==> config.mk <==
export PLATFORM = sky130hd
export DESIGN_NAME = bm_normalizer
export DESIGN_NICKNAME = d
export VERILOG_FILES = /design/src/rtl/bmn_pkg.sv /design/src/rtl/bmn_min_tree.sv /design/src/rtl/bmn_bias_pick.sv /design/src/rtl/bmn_lane_sub.sv /design/src/rtl/bm_normalizer.sv
export SDC_FILE = /design/constraint.sdc
export NUM_CORES = 1
export LEC_CHECK = 0
export CAP_MARGIN = 10
export CORE_MARGIN = 2
export CORE_UTILIZATION = 41
export DETAILED_ROUTE_END_ITERATION = 16
export GPL_TIMING_DRIVEN = 0
export PLACE_DENSITY_LB_ADDON = 0.12
export SLEW_MARGIN = 10
export SYNTH_ARGS = -nofsm -noshare
export SYNTH_HDL_FRONTEND = slang
export SYNTH_SLANG_ARGS = --single-unit
==> constraint.sdc <==
create_clock -name clk -period 2.55 [get_ports clk]
set_input_delay 0.255 -clock clk [delete_from_list [all_inputs] [get_ports clk]]
set_output_delay 0.255 -clock clk [all_outputs]
set_load 0.05 [all_outputs]
==> src/rtl/bmn_pkg.sv <==
package bmn_pkg;
  typedef enum logic {
    BIAS_NONE = 1'b0,
    BIAS_PUSH = 1'b1
  } bias_sel_e;
endpackage

==> src/rtl/bmn_min_tree.sv <==
module bmn_min_tree #(
  parameter int NUM_BM = 4,
  parameter int BM_W   = 4
) (
  input  logic [NUM_BM*BM_W-1:0] bm,
  output logic [BM_W-1:0]        bm_min
);
  localparam int DEPTH  = (NUM_BM > 1) ? $clog2(NUM_BM) : 0;
  localparam int LEAVES = 1 << DEPTH;

  for (genvar l = 0; l <= DEPTH; l++) begin : g_lvl
    localparam int N = LEAVES >> l;
    logic [BM_W-1:0] v [N];
    if (l == 0) begin : g_leaf
      for (genvar j = 0; j < N; j++) begin : g_j
        if (j < NUM_BM) begin : g_real
          assign v[j] = bm[j*BM_W +: BM_W];
        end else begin : g_pad
          assign v[j] = '1;
        end
      end
    end else begin : g_node
      for (genvar j = 0; j < N; j++) begin : g_j
        assign v[j] = (g_lvl[l-1].v[2*j] <= g_lvl[l-1].v[2*j+1]) ?
                      g_lvl[l-1].v[2*j] : g_lvl[l-1].v[2*j+1];
      end
    end
  end

  assign bm_min = g_lvl[DEPTH].v[0];
endmodule

==> src/rtl/bmn_bias_pick.sv <==
module bmn_bias_pick
  import bmn_pkg::*;
#(
  parameter int NUM_STATES = 64
) (
  input  logic [NUM_STATES-1:0] thr_miss,
  output bias_sel_e             sel
);
  assign sel = (&thr_miss) ? BIAS_PUSH : BIAS_NONE;
endmodule

==> src/rtl/bmn_lane_sub.sv <==
module bmn_lane_sub
  import bmn_pkg::*;
#(
  parameter int BM_W   = 4,
  parameter int OUT_W  = BM_W + 1,
  parameter int BIAS_R = 2
) (
  input  logic [BM_W-1:0]  raw,
  input  logic [BM_W-1:0]  bm_min,
  input  bias_sel_e        sel,
  output logic [OUT_W-1:0] norm
);
  localparam logic [OUT_W-1:0] BIAS_V = OUT_W'(BIAS_R);
  logic [OUT_W-1:0] bias;

  assign bias = (sel == BIAS_PUSH) ? BIAS_V : '0;
  assign norm = OUT_W'(raw) - OUT_W'(bm_min) - bias;
endmodule

==> src/rtl/bm_normalizer.sv <==
module bm_normalizer
  import bmn_pkg::*;
#(
  parameter int NUM_BM     = 4,
  parameter int BM_W       = 4,
  parameter int NUM_STATES = 64,
  parameter int BIAS_R     = 2,
  parameter int OUT_W      = BM_W + 1
) (
  input  logic                    clk,
  input  logic                    rst,
  input  logic                    in_valid,
  input  logic [NUM_BM*BM_W-1:0]  bm_in,
  input  logic [NUM_STATES-1:0]   thr_miss,
  output logic                    out_valid,
  output logic [NUM_BM*OUT_W-1:0] norm_out
);
  logic [BM_W-1:0]        min_c;
  bias_sel_e              sel_c;

  logic [NUM_BM*BM_W-1:0] s1_bm;
  logic [BM_W-1:0]        s1_min;
  bias_sel_e              s1_sel;
  logic                   s1_vld;
  logic [NUM_BM*OUT_W-1:0] norm_c;

  bmn_min_tree #(.NUM_BM(NUM_BM), .BM_W(BM_W)) u_min (
    .bm     (bm_in),
    .bm_min (min_c)
  );

  bmn_bias_pick #(.NUM_STATES(NUM_STATES)) u_bias (
    .thr_miss (thr_miss),
    .sel      (sel_c)
  );

  // Stage 1: metrics, their minimum and the bias choice of the same depth
  always_ff @(posedge clk) begin
    if (rst) begin
      s1_vld <= 1'b0;
      s1_bm  <= '0;
      s1_min <= '0;
      s1_sel <= BIAS_NONE;
    end else begin
      s1_vld <= in_valid;
      if (in_valid) begin
        s1_bm  <= bm_in;
        s1_min <= min_c;
        s1_sel <= sel_c;
      end
    end
  end

  for (genvar i = 0; i < NUM_BM; i++) begin : g_lane
    bmn_lane_sub #(.BM_W(BM_W), .OUT_W(OUT_W), .BIAS_R(BIAS_R)) u_sub (
      .raw    (s1_bm[i*BM_W +: BM_W]),
      .bm_min (s1_min),
      .sel    (s1_sel),
      .norm   (norm_c[i*OUT_W +: OUT_W])
    );
  end

  // Stage 2: registered outputs, held while no new depth arrives
  always_ff @(posedge clk) begin
    if (rst) begin
      out_valid <= 1'b0;
      norm_out  <= '0;
    end else begin
      out_valid <= s1_vld;
      if (s1_vld) begin
        norm_out <= norm_c;
      end
    end
  end
endmodule

==> impl_metrics.tcl <==
set metrics [dict create \
    path_clk_slew_ns 0.09 \
    required_ns 2.78 \
    ys_seq_area_share_pct 29.5 \
    seq_area_um2 862 \
    clockRootBuffer "clkbuf_8" \
    dp_slack_ns -0.728 \
    final.setup_skew_ns 0.0125 \
    comb_power_share_pct 46.6 \
    cts_buffers 5 \
    fin_util_pct 64.5 \
    die_area_um2 7800 \
    clk_latency_ns 0.30 \
    setup_slack_ns 0.0411 \
    critPathTopFamily "simple AND/OR/NAND/NOR gates" \
    slowest_stage "or3b_4" \
    multi_input_area_um2 2010 \
    grt_usage_pct 21.1 \
    ys_types 36 \
    coreArea_um2 6830 \
    worst-setup-path-type "in2reg" \
    fin_nets 578 \
    synth_edf_count 0 \
    antenna_found_initial 0 \
    grt_max_degree 14 \
    yosys_warnings 0 \
    grt_pass1_vias 2743 \
    drive_above_1_share_pct 16.6 \
    grt_pass1_wl_mm 12.8 \
    rows 30 \
    fin_crit_sh_pct 98.4 \
    holdCritPathClass "in2reg" \
    peakVddDrop_uv 270 \
    antenna_cells 0 \
    outcome "completed" \
    drtIter0Drc 74 \
    period_minus_slack_ns 2.51 \
    seqPwrFrac_pct 32.2 \
    netSwitchingFraction_pct 35.4 \
    synth_common_cells "inv_1 (52), ha_1 (45), dfxtp_1 (43)" \
    start_util_pct 42.7 \
    dpl.hpwl_mm 6.36 \
    path_buf_inv 2 \
    cts-hold-fix-buffers 0 \
    die_x_um 88.3 \
    cp-start-kind "primary input" \
    total_power_mw 2.45 \
    antenna_left 0 \
    setup_viol 0 \
    synthFlopType "dfxtp_1" \
    cap_viol_max_count 0 \
    yosys.area.top_type "dfxtp_1" \
    detail_route.first_pass.iterations 4 \
    h-tree-depth 2 \
    synth_top_area_share_pct 29.5 \
    fin_setup_tns_ns 0 \
    cts_tree "done" \
    ios 104 \
    critPathCaptureType "flip-flop" \
    crit_path_max_fanout 4 \
    drc 0 \
    critical-path-max-stage-delay_ns 0.44 \
    relSlewSlack_pct 61.2 \
    die_h_um 88.3 \
    power_switching_uw 867 \
    cp.arrival_ns 2.73 \
    power_density_nw_per_um2 555 \
    syn_avg_cell_area_um2 9.06 \
    async_flop_share_pct 0 \
    ys_ff_latch 43 \
    fmax_mhz 399 \
    p_int_mw 1.58 \
    grt_overflow 0 \
    port_buffers 103 \
    finalHoldViolCount 0 \
    post_drt_wl_per_cell_um 14.7 \
    synthCells 322 \
    worstMarginPinSlew_ns 0.582 \
    synth_most_common_cell "inv_1" \
    p_clk_share_pct 21.2 \
    vias 2667 \
    syn-num-nets 454 \
    routed_wl_mm 7.95 \
    avgViaCountPerCell 4.92 \
    crit_chain "clkdlybuf4s15_1 > ha_2 > and4_1 > a21oi_4 > mux2i_2 > inv_1 > ha_1 > nand2_2 > o21a_1 > or3b_4 > o221ai_2" \
    slew_viol_final 0 \
    syn_to_final_growth_pct 51.1 \
    gp_congestion 0.744 \
    syn_area_um2 2920 \
    synth_area_leaders "dfxtp_1 (30%), ha_1 (19%), mux2i_1 (9.6%)" \
    clk_path_buf_depth 2 \
    cts.sinks 43 \
    power.leakage_nw 1.88 \
    n_fill_cell 598 \
]
## power groups by stage
stage | clock, mW | sequential [mW] | combinational (mW)
2_1_floorplan | 0 | 0.921 | 0.553
4_1_cts | 0.530 | 0.788 | 1.10
3_5_place_dp | 0 | 0.804 | 1.02
6_report | 0.519 | 0.788 | 1.14
5_1_grt | 0.551 | 0.798 | 1.26
3_3_place_gp | 0 | 0.802 | 0.993
## through the flow
stage,area [µm²],std cells,hold slack (ns)
floorplan,2920,322,0.342
global placement,4070,521,0.470
detailed placement,4070,521,0.477
CTS,4370,538,0.350
global route,4410,542,0.255
finish,4410,542,0.224
## cell usage in the layout (no fill, tap or decap), types with 2 or more instances in the layout
cell type	netlist	layout
o21ai_1	2	2
dfxtp_1	43	42
buf_4	0	15
nand4_1	15	15
xnor2_1	12	12
mux2i_4	0	3
a21oi_4	0	2
clkbuf_1	6	6
buf_2	2	2
nor2_1	33	33
ha_2	0	2
clkdlybuf4s50_1	0	87
mux2i_1	28	20
mux2i_2	0	5
inv_1	52	51
a21oi_1	13	12
a211oi_1	12	12
xor2_1	4	4
fa_1	4	4
ha_1	45	38
or3b_2	4	4
o22ai_1	4	4
nor2b_1	3	2
o221ai_2	0	4
or2_1	2	2
clkbuf_2	0	12
ha_4	0	5
nand2_1	3	2
nand2b_1	8	8
o211ai_1	2	2
clkbuf_8	0	5
a21o_1	6	6
## path summary, 6_finish.rpt
check	startpoint	endpoint	slack, ns	cells past startpoint
worst max-delay path	bm_in[4]	s1_min[3]	0.04	11
worst min-delay path	bm_in[5]	s1_bm[5]	0.22	3
worst max register to register	s1_min[0]	norm_out[19]	0.23	8
worst min register to register	norm_out[11]	norm_out[11]	0.49	2
## timing repair
item                                    in CTS  in global routing
resized for setup                           43                 41
pin swaps                                   10                 13
endpoints found under the setup margin       4                  5
buffers inserted                            10                  4
endpoints found under the hold margin        0                  0
## worst register-to-register path, cell delays in order, from the launching register on
cell,delay (ns)
dfxtp_2,0.37
ha_1,0.32
ha_1,0.19
or2_1,0.25
fa_1,0.41
a21o_1,0.17
a21oi_1,0.19
xnor2_1,0.11
a211oi_1,0.23
## layer usage
metal	global-route usage [%]	part of all wire, %	vias to the layer above
li1	-	-	1353
met1	24.5	42	1223
met2	39.4	51	73
met3	3.64	4.4	18
met4	6.47	2.8	0
met5	0	0	-
## layout make-up
cell class,count,share of cell area [%]
multi-input cells,218,45.7
inverters,52,4.43
clock buffers,5,1.56
clock inverters,2,0.852
well taps,96,2.73
flip-flops and latches,43,19.6
repair buffers,117,24.4
plain buffers,9,0.823
## logic make-up (layout without fill, tap and decap cells)
family / count (synthesis) / count (layout) / synth area share (%)
AO/OA/AOI/OAI: 47 / 47 / 10.8
AND/OR/NAND/NOR: 78 / 78 / 15.3
multiplexers: 28 / 28 / 9.61
flip-flops: 43 / 43 / 29.5
buffers and inverters: 61 / 185 / 7.94
adder cells (fa/ha/maj): 49 / 49 / 22.1
XOR/XNOR: 16 / 16 / 4.80
## flip-flops by register name, indices dropped and copies added, names as in the netlist
register	cells
norm_out	20
out_valid	1
s1_bm	16
s1_sel	1
s1_min	4
s1_vld	1
No activity file was read; power rests on OpenSTA's default activity.
